<file path="src/rtl/spi_seq_pkg.sv">
package spi_seq_pkg;

   localparam int SEQ_DATA_W   = 16;
   localparam int SEQ_NARROW_W = 8;
   localparam int SEQ_CODE_W   = 4;

   typedef struct packed {
      logic                    last;
      logic [SEQ_CODE_W-1:0]   code;
      logic [SEQ_DATA_W-1:0]   data;
   } seq_word_t;

   typedef enum logic [2:0] {
      ST_IDLE,
      ST_GAP,
      ST_SETUP,
      ST_SHIFT,
      ST_WAIT
   } seq_state_t;

endpackage

</file>
<file path="src/rtl/spi_seq_hold.sv">
module spi_seq_hold
   import spi_seq_pkg::*;
#(
   parameter int WORD_W   = 32,
   parameter int LAST_POS = 24,
   parameter int CODE_LSB = 16
) (
   input  logic              clk,
   input  logic              rst_n,
   input  logic              wr_en,
   input  logic [WORD_W-1:0] wr_data,
   input  logic              take,
   output logic              valid,
   output seq_word_t         word
);

   logic      valid_q;
   seq_word_t word_q;
   logic      accept;
   logic      unused_wr_bits;

   assign accept         = wr_en && !valid_q;
   assign unused_wr_bits = ^wr_data;

   always_ff @(posedge clk or negedge rst_n) begin
      if (!rst_n) begin
         valid_q <= 1'b0;
         word_q  <= '0;
      end else if (accept) begin
         valid_q     <= 1'b1;
         word_q.last <= wr_data[LAST_POS];
         word_q.code <= wr_data[CODE_LSB +: SEQ_CODE_W];
         word_q.data <= wr_data[SEQ_DATA_W-1:0];
      end else if (take) begin
         valid_q <= 1'b0;
      end
   end

   assign valid = valid_q;
   assign word  = word_q;

   // a write into a full holding register leaves it untouched
   p_full_write_ignored_r12: assert property (@(posedge clk) disable iff (!rst_n)
      (valid_q && !take) |=> (valid_q && $stable(word_q)));

endmodule

</file>
<file path="src/rtl/spi_seq_timer.sv">
module spi_seq_timer #(
   parameter int DLY_W = 8
) (
   input  logic             clk,
   input  logic             rst_n,
   input  logic             load,
   input  logic [DLY_W-1:0] load_val,
   output logic             expire,
   output logic             busy
);

   logic [DLY_W-1:0] cnt_q;
   logic [DLY_W-1:0] eff;

   assign eff = (load_val == '0) ? DLY_W'(1) : load_val;

   always_ff @(posedge clk or negedge rst_n) begin
      if (!rst_n)             cnt_q <= '0;
      else if (load)          cnt_q <= eff;
      else if (cnt_q != '0)   cnt_q <= cnt_q - DLY_W'(1);
   end

   assign expire = (cnt_q == DLY_W'(1));
   assign busy   = (cnt_q != '0);

   // a freshly loaded count is never zero
   p_load_nonzero_r8: assert property (@(posedge clk) disable iff (!rst_n)
      load |=> busy);

endmodule

</file>
<file path="src/rtl/spi_seq_shifter.sv">
module spi_seq_shifter #(
   parameter int DATA_W   = 16,
   parameter int NARROW_W = 8,
   parameter int DIV_W    = 8
) (
   input  logic              clk,
   input  logic              rst_n,
   input  logic              load,
   input  logic [DATA_W-1:0] load_data,
   input  logic              load_wide,
   input  logic              start,
   input  logic [DIV_W-1:0]  div,
   output logic              sclk,
   output logic              mosi,
   output logic              done,
   output logic              busy
);

   localparam int BC_W = $clog2(DATA_W + 1);

   generate
      if (NARROW_W < 1 || NARROW_W > DATA_W) begin : g_bad_narrow
         $error("NARROW_W must lie in 1..DATA_W");
      end
   endgenerate

   logic [DATA_W-1:0] shreg_q;
   logic              wide_q;
   logic              busy_q;
   logic              sclk_q;
   logic [DIV_W-1:0]  hc_q;
   logic [BC_W-1:0]   bc_q;
   logic [DIV_W-1:0]  div_eff;
   logic              half_end;
   logic              wide_now;

   assign div_eff  = (div == '0) ? DIV_W'(1) : div;
   assign half_end = busy_q && (hc_q == DIV_W'(1));
   assign done     = half_end && sclk_q && (bc_q == BC_W'(1));
   assign wide_now = load ? load_wide : wide_q;

   generate
      if (NARROW_W == DATA_W) begin : g_same_width
         always_ff @(posedge clk or negedge rst_n) begin
            if (!rst_n) begin
               shreg_q <= '0;
            end else if (load) begin
               shreg_q <= load_data;
            end else if (half_end && sclk_q) begin
               shreg_q <= shreg_q << 1;
            end
         end
      end else begin : g_mixed_width
         always_ff @(posedge clk or negedge rst_n) begin
            if (!rst_n) begin
               shreg_q <= '0;
            end else if (load) begin
               shreg_q <= load_wide ? load_data :
                          {load_data[NARROW_W-1:0], {(DATA_W-NARROW_W){1'b0}}};
            end else if (half_end && sclk_q) begin
               shreg_q <= shreg_q << 1;
            end
         end
      end
   endgenerate

   always_ff @(posedge clk or negedge rst_n) begin
      if (!rst_n) begin
         wide_q <= 1'b0;
         busy_q <= 1'b0;
         sclk_q <= 1'b0;
         hc_q   <= '0;
         bc_q   <= '0;
      end else begin
         if (load) wide_q <= load_wide;
         if (start) begin
            busy_q <= 1'b1;
            sclk_q <= 1'b0;
            hc_q   <= div_eff;
            bc_q   <= wide_now ? BC_W'(DATA_W) : BC_W'(NARROW_W);
         end else if (busy_q) begin
            if (hc_q == DIV_W'(1)) begin
               hc_q <= div_eff;
               if (!sclk_q) begin
                  sclk_q <= 1'b1;
               end else begin
                  sclk_q <= 1'b0;
                  bc_q   <= bc_q - BC_W'(1);
                  if (bc_q == BC_W'(1)) busy_q <= 1'b0;
               end
            end else begin
               hc_q <= hc_q - DIV_W'(1);
            end
         end
      end
   end

   assign sclk = sclk_q;
   assign mosi = shreg_q[DATA_W-1];
   assign busy = busy_q;

   // data move only when the serial clock falls
   p_mosi_on_fall_r10: assert property (@(posedge clk) disable iff (!rst_n)
      (busy_q && $past(busy_q) && !$fell(sclk_q)) |-> $stable(shreg_q[DATA_W-1]));

   // the serial clock is low whenever the shifter is idle
   p_sclk_low_idle_r10: assert property (@(posedge clk) disable iff (!rst_n)
      !busy_q |-> !sclk_q);

endmodule

</file>
<file path="src/rtl/spi_seq_csdec.sv">
module spi_seq_csdec #(
   parameter int NUM_CS = 4,
   parameter int IDX_W  = 2
) (
   input  logic             act,
   input  logic [IDX_W-1:0] idx,
   output logic [NUM_CS-1:0] cs_n
);

   generate
      for (genvar i = 0; i < NUM_CS; i++) begin : g_line
         assign cs_n[i] = !(act && (idx == IDX_W'(i)));
      end
   endgenerate

endmodule

</file>
<file path="src/rtl/spi_cs_sequencer.sv">
module spi_cs_sequencer
   import spi_seq_pkg::*;
#(
   parameter int NUM_CS   = 4,
   parameter int DLY_W    = 8,
   parameter int DIV_W    = 8,
   parameter int WORD_W   = 32,
   parameter int LAST_POS = 24,
   parameter int CODE_LSB = 16
) (
   input  logic                  clk,
   input  logic                  rst_n,
   input  logic                  cmd_enable,
   input  logic                  cmd_disable,
   input  logic                  cfg_var_sel,
   input  logic [SEQ_CODE_W-1:0] cfg_fixed_cs,
   input  logic                  cfg_wide,
   input  logic [DIV_W-1:0]      cfg_div,
   input  logic [DLY_W-1:0]      cfg_dly_cs,
   input  logic [DLY_W-1:0]      cfg_dly_setup,
   input  logic [DLY_W-1:0]      cfg_dly_word,
   input  logic                  wr_en,
   input  logic [WORD_W-1:0]     wr_data,
   output logic                  hold_empty,
   output logic                  tx_empty,
   output logic                  sclk,
   output logic                  mosi,
   output logic [NUM_CS-1:0]     cs_n
);

   localparam int IDX_W = (NUM_CS > 1) ? $clog2(NUM_CS) : 1;
   localparam logic [SEQ_CODE_W-1:0] NUM_CS_C = SEQ_CODE_W'(NUM_CS);

   generate
      if (NUM_CS < 1 || NUM_CS > (1 << SEQ_CODE_W) - 1) begin : g_bad_cs
         $error("NUM_CS must leave the all-ones code unmapped");
      end
      if (LAST_POS >= WORD_W || CODE_LSB + SEQ_CODE_W > WORD_W) begin : g_bad_pos
         $error("word fields exceed WORD_W");
      end
      if (CODE_LSB < SEQ_DATA_W || LAST_POS < SEQ_DATA_W) begin : g_bad_overlap
         $error("control fields overlap the data field");
      end
      if (DLY_W < 1 || DIV_W < 1) begin : g_bad_cnt
         $error("counter widths must be positive");
      end
   endgenerate

   seq_state_t            state_q, st_d;
   logic                  en_q;
   logic                  cs_act_q, cs_act_d;
   logic [IDX_W-1:0]      cs_idx_q, cs_idx_d;
   logic                  pend_q, pend_d;
   logic                  last_q;

   logic                  hold_valid;
   seq_word_t             hold_word;
   logic                  take;
   logic [SEQ_CODE_W-1:0] sel_code;
   logic                  sel_ok;
   logic [IDX_W-1:0]      sel_idx;

   logic                  tmr_load;
   logic [DLY_W-1:0]      tmr_val;
   logic                  tmr_expire;
   logic                  tmr_busy;

   logic                  sh_load;
   logic                  sh_start;
   logic                  sh_done;
   logic                  sh_busy;

   spi_seq_hold #(
      .WORD_W   (WORD_W),
      .LAST_POS (LAST_POS),
      .CODE_LSB (CODE_LSB)
   ) u_hold (
      .clk     (clk),
      .rst_n   (rst_n),
      .wr_en   (wr_en),
      .wr_data (wr_data),
      .take    (take),
      .valid   (hold_valid),
      .word    (hold_word)
   );

   assign sel_code = cfg_var_sel ? hold_word.code : cfg_fixed_cs;
   assign sel_ok   = (sel_code < NUM_CS_C);
   assign sel_idx  = sel_code[IDX_W-1:0];

   spi_seq_timer #(.DLY_W(DLY_W)) u_timer (
      .clk      (clk),
      .rst_n    (rst_n),
      .load     (tmr_load),
      .load_val (tmr_val),
      .expire   (tmr_expire),
      .busy     (tmr_busy)
   );

   spi_seq_shifter #(
      .DATA_W   (SEQ_DATA_W),
      .NARROW_W (SEQ_NARROW_W),
      .DIV_W    (DIV_W)
   ) u_shift (
      .clk       (clk),
      .rst_n     (rst_n),
      .load      (sh_load),
      .load_data (hold_word.data),
      .load_wide (cfg_wide),
      .start     (sh_start),
      .div       (cfg_div),
      .sclk      (sclk),
      .mosi      (mosi),
      .done      (sh_done),
      .busy      (sh_busy)
   );

   spi_seq_csdec #(.NUM_CS(NUM_CS), .IDX_W(IDX_W)) u_csdec (
      .act  (cs_act_q),
      .idx  (cs_idx_q),
      .cs_n (cs_n)
   );

   // Sequencing decisions
   always_comb begin
      st_d     = state_q;
      cs_act_d = cs_act_q;
      cs_idx_d = cs_idx_q;
      pend_d   = pend_q;
      tmr_load = 1'b0;
      tmr_val  = cfg_dly_cs;
      take     = 1'b0;
      sh_load  = 1'b0;
      sh_start = 1'b0;
      case (state_q)
         ST_IDLE: begin
            if (cs_act_q && !en_q) begin
               cs_act_d = 1'b0;
               st_d     = ST_GAP;
               tmr_load = 1'b1;
            end else if (pend_q) begin
               if (en_q) begin
                  cs_act_d = 1'b1;
                  pend_d   = 1'b0;
                  st_d     = ST_SETUP;
                  tmr_load = 1'b1;
                  tmr_val  = cfg_dly_setup;
               end
            end else if (en_q && hold_valid) begin
               take    = 1'b1;
               sh_load = sel_ok;
               if (sel_ok) begin
                  if (cs_act_q && cs_idx_q == sel_idx) begin
                     sh_start = 1'b1;
                     st_d     = ST_SHIFT;
                  end else if (cs_act_q) begin
                     cs_act_d = 1'b0;
                     cs_idx_d = sel_idx;
                     pend_d   = 1'b1;
                     st_d     = ST_GAP;
                     tmr_load = 1'b1;
                  end else begin
                     cs_act_d = 1'b1;
                     cs_idx_d = sel_idx;
                     st_d     = ST_SETUP;
                     tmr_load = 1'b1;
                     tmr_val  = cfg_dly_setup;
                  end
               end
            end
         end
         ST_GAP: begin
            if (tmr_expire) st_d = ST_IDLE;
         end
         ST_SETUP: begin
            if (tmr_expire) begin
               sh_start = 1'b1;
               st_d     = ST_SHIFT;
            end
         end
         ST_SHIFT: begin
            if (sh_done) begin
               tmr_load = 1'b1;
               if (last_q || !en_q) begin
                  cs_act_d = 1'b0;
                  st_d     = ST_GAP;
               end else begin
                  tmr_val  = cfg_dly_word;
                  st_d     = ST_WAIT;
               end
            end
         end
         ST_WAIT: begin
            if (tmr_expire) st_d = ST_IDLE;
         end
         default: st_d = ST_IDLE;
      endcase
   end

   always_ff @(posedge clk or negedge rst_n) begin
      if (!rst_n) begin
         state_q  <= ST_IDLE;
         en_q     <= 1'b1;
         cs_act_q <= 1'b0;
         cs_idx_q <= '0;
         pend_q   <= 1'b0;
         last_q   <= 1'b0;
      end else begin
         state_q  <= st_d;
         cs_act_q <= cs_act_d;
         cs_idx_q <= cs_idx_d;
         pend_q   <= pend_d;
         if (take) last_q <= hold_word.last;
         if (cmd_disable)     en_q <= 1'b0;
         else if (cmd_enable) en_q <= 1'b1;
      end
   end

   assign hold_empty = !hold_valid;
   assign tx_empty   = (state_q == ST_IDLE) && !hold_valid && !pend_q;

   // never more than one select low
   p_one_select_r1: assert property (@(posedge clk) disable iff (!rst_n)
      $onehot0(~cs_n));

   // no serial clock without a select
   p_sclk_needs_cs_r10: assert property (@(posedge clk) disable iff (!rst_n)
      (&cs_n) |-> !sclk);

   // a select only falls while enabled
   p_assert_needs_enable_r11: assert property (@(posedge clk) disable iff (!rst_n)
      $fell(&cs_n) |-> $past(en_q));

   // a final word leaves every select high
   p_release_after_last_r6: assert property (@(posedge clk) disable iff (!rst_n)
      (sh_done && last_q) |=> (&cs_n));

   // empty status implies a quiet interface
   p_empty_quiet_r12: assert property (@(posedge clk) disable iff (!rst_n)
      tx_empty |-> (hold_empty && !sclk && !sh_busy));

   // every delay state runs on a live timer
   p_delay_armed_r8: assert property (@(posedge clk) disable iff (!rst_n)
      (state_q == ST_GAP || state_q == ST_SETUP || state_q == ST_WAIT) |-> tmr_busy);

endmodule

</file>
<file path="config.mk">
export PLATFORM = sky130hd
export DESIGN_NAME = spi_cs_sequencer
export DESIGN_NICKNAME = d
export VERILOG_FILES = /design/src/rtl/spi_seq_pkg.sv /design/src/rtl/spi_seq_hold.sv /design/src/rtl/spi_seq_timer.sv /design/src/rtl/spi_seq_shifter.sv /design/src/rtl/spi_seq_csdec.sv /design/src/rtl/spi_cs_sequencer.sv
export SDC_FILE = /design/constraint.sdc
export NUM_CORES = 1
export LEC_CHECK = 0
export ABC_AREA = 1
export BUFFER_PORTS_ARGS = -buffer_cell sky130_fd_sc_hd__buf_2
export CORE_MARGIN = 3
export CORE_UTILIZATION = 55
export DETAILED_ROUTE_END_ITERATION = 12
export HOLD_SLACK_MARGIN = 0.08
export PLACE_DENSITY = 0.79
export SYNTH_ARGS = -nofsm -noshare
export SYNTH_HDL_FRONTEND = slang
export SYNTH_SLANG_ARGS = --single-unit
</file>
<file path="constraint.sdc">
create_clock -name clk -period 3.2 [get_ports clk]
set_input_delay 0.16 -clock clk [delete_from_list [all_inputs] [get_ports clk]]
set_output_delay 0.16 -clock clk [all_outputs]
set_load 0.02 [all_outputs]
</file>
==> results.toml <==
[yosys]
syn_inst = 572
synthArstFlopShare_pct = 100.0
synth_flop_cell = "dfrtp_1"
synth_edf_count = 0
syn_nets = 653
syn_area_per_cell_sq_um = 7.706
yosysWarningCount = 0
syn-cell-area_sq_mm = 0.004408
synth-seq-cells = 71
synth.distinct_cells = 46
yosysSeqAreaShare_pct = 40.33

[placed_design]
dp_slack_ps = 906.3
gp_congestion = 0.8920
port-buffer-count = 71
placed_area_sq_mm = 0.004841
hpwl_mm = 7.319

[pwr]
ir_worst_vdd_mv = 0.5071
power_density_mw_per_mm2 = 835.9
power_leakage_nw = 2.720

[timing]
clock_skew_ps = 14.55
worst_slew_pin_slew_ps = 921.5
timing.hold.ws_ps = 134.9
setup_viol = 0
min_period_ps = 2340
setup_tns_ps = 0
slew_headroom_pct = 38.42
fmax_ghz = 0.4274
finalHoldViolations = 0
finalWorstSetupSlack_ps = 860.3
min_period_over_period_pct = 73.12
drv_slew = 0
rsz0062_at_grt = "no"

[clock_tree]
cts_tree = "built"
cts_max_level = 3
cts_buffers = 9
cts.sinks = 71
postCtsSetupBuffers = 0
clk_latency_ps = 350
path_clk_slew_ps = 80
cts_root_buf = "clkbuf_8"
cts_buffer_depth = 2

[worst_hold_path]
min_path_cells = 3
whs_endpoint = "u_shift.hc_q[3]$_DFFE_PN0P_"
min_path_type = "in -> reg"
hold_path.startpoint = "cfg_div[3]"

[setup_path]
reg2reg_depth = 9
cp.arrival_ps = 2550
r2r-end = "u_shift.shreg_q[12]$_DFFE_PN0P_"
crit_required_ps = 3410
rrSetupSlack_ps = 860
reg2reg_from = "en_q$_DFFE_PN1P_"
cp_max_fo = 25
critPathLaunchType = "flop"
end_kind = "flop"
worst-setup-path-type = "reg -> reg"

[die]
rows = 32
die_area_sq_mm = 0.009125
start_util_pct = 56.75
die_y_microns = 95.53
io_pins = 83
die_w_microns = 95.53
core_sq_mm = 0.007767

[drt]
drc = 0
viasPerCell = 5.149
wl_per_cell_microns = 13.04
drtAntennaViolNets = 0
num_vias = 4016
drt_iter0_markers = 157
drt_pass1_iterations = 4
drt-total-wl_mm = 10.17

[flow_run]
max_cap_viol_count = 0

[cells_and_area]
design_area_sq_mm = 0.005375
layout.nets = 754
final_cell_mix = "124 x nand2_1, 85 x nor2_1, 71 x buf_2"
layout-drive-gt1-share_pct = 21.53
syn2layout_area_growth_pct = 21.94
antennaDiodeCount = 0
utilization_pct = 69.20
final_common_cell = "nand2_1"

[global_route]
grt_max_degree = 32
grt_pass1_wl_mm = 17.42
antenna_found_initial = 0
grt-ovfl-total = 0
grtUsageTotal_pct = 24.16
grt_pass1_vias = 3860

[outcome]
status = "completed"
[synthesized netlist by cell type, types with 2 or more instances]
master / number / area share (%)
buf_2: 4 / 0.45
o22ai_1: 4 / 0.57
o31ai_1: 2 / 0.34
inv_4: 2 / 0.28
nor2_1: 85 / 7.2
o21ai_2: 3 / 0.60
nand2_1: 124 / 11
o311ai_0: 6 / 1.2
o21ai_1: 7 / 0.79
nor2_8: 2 / 0.91
clkbuf_1: 6 / 0.51
nand2_2: 3 / 0.43
inv_2: 7 / 0.60
mux2_2: 17 / 4.3
o211ai_1: 8 / 1.4
o21ai_0: 21 / 2.4
nor3_1: 5 / 0.57
ha_1: 6 / 1.7
a22oi_1: 7 / 1.2
dfrtp_1: 70 / 40
nand2_4: 3 / 0.77
nor2_2: 6 / 0.85
nand4_1: 8 / 1.1
a21oi_1: 28 / 3.2
xnor2_1: 4 / 0.79
inv_1: 61 / 5.2
nor2_4: 7 / 1.8
buf_6: 2 / 0.51
xor2_1: 10 / 2.0
or2_2: 2 / 0.28
nand3_1: 37 / 4.2
[worst max-delay path, cell delays in order (launching register included)]
cell and delay, ps:
dfstp_2 600, nand2_1 100, inv_2 150, nand2_1 110
inv_1 140, nand2_4 190, nand2_1 420, inv_1 250
nand2_1 100, o311ai_0 130
[area by class of cell]
class	count	area (sq um)
Clock buffer	10	127.6
Clock inverter	6	116.4
Fill cell	647	2392
Inverter	71	271.5
Multi-Input combinational cell	418	2293
Sequential cell	71	1778
Tap cell	102	127.6
Timing Repair Buffer	102	660.6
[routing by layer]
metal / share of wire, % / vias up / track usage [%]
li1: - / 2074 / -
met4: 1.0 / 0 / 5.213
met1: 46 / 1864 / 32.88
met3: 2.9 / 8 / 4.893
met2: 50 / 70 / 39.90
met5: 0 / - / 0
[worst max path at each step]
stage                                start                         endpoint  slack (ps)  cells after the start
2_1_floorplan  u_shift.hc_q[1]$_DFFE_PN0P_     u_timer.cnt_q[0]$_DFFE_PN0P_        1420                     15
3_3_place_gp              en_q$_DFFE_PN1P_   u_shift.shreg_q[9]$_DFFE_PN0P_         930                      9
3_5_place_dp              en_q$_DFFE_PN1P_  u_shift.shreg_q[12]$_DFFE_PN0P_         910                      9
4_1_cts                   en_q$_DFFE_PN1P_  u_shift.shreg_q[12]$_DFFE_PN0P_         870                      9
5_1_grt                   en_q$_DFFE_PN1P_   u_shift.shreg_q[9]$_DFFE_PN0P_         640                      9
6_report                  en_q$_DFFE_PN1P_  u_shift.shreg_q[12]$_DFFE_PN0P_         860                      9
[power breakdown]
part           total (W)  internal, W  switching [W]
Combinational    0.00199     0.000818        0.00117
Clock           0.000879     0.000525       0.000354
Sequential       0.00163      0.00132       0.000311
[metrics by stage]
step	cells	power, W
3_3_place_gp	735	0.003502
5_1_grt	780	0.004914
4_1_cts	780	0.004508
6_report	780	0.004493
3_5_place_dp	735	0.003581
2_1_floorplan	572	0.003121
[cells by family after synthesis]
family	Yosys count	share of synthesized area, %
simple gates	288	30.26
compound gates	92	12.72
buf+inv	83	7.635
flops	71	40.34
mux	18	4.570
xor+xnor	14	2.782
fa+ha+maj	6	1.703
[state kept, by name (all words and copies together), names as in the netlist, 2 cells and up]
| signal | count |
|---|---|
| u_shift.hc_q | 8 |
| u_shift.shreg_q | 16 |
| u_timer.cnt_q | 8 |
| state_q | 3 |
| u_shift.bc_q | 5 |
| u_hold.word | 21 |
| cs_idx_q | 2 |
[timing repair]
item                                    CTS  global route
resized for setup                         0             0
hold endpoints to repair                 43             0
endpoints found under the setup margin    0             0
hold buffers                             29             0
Power figures use the tool's default switching activity.
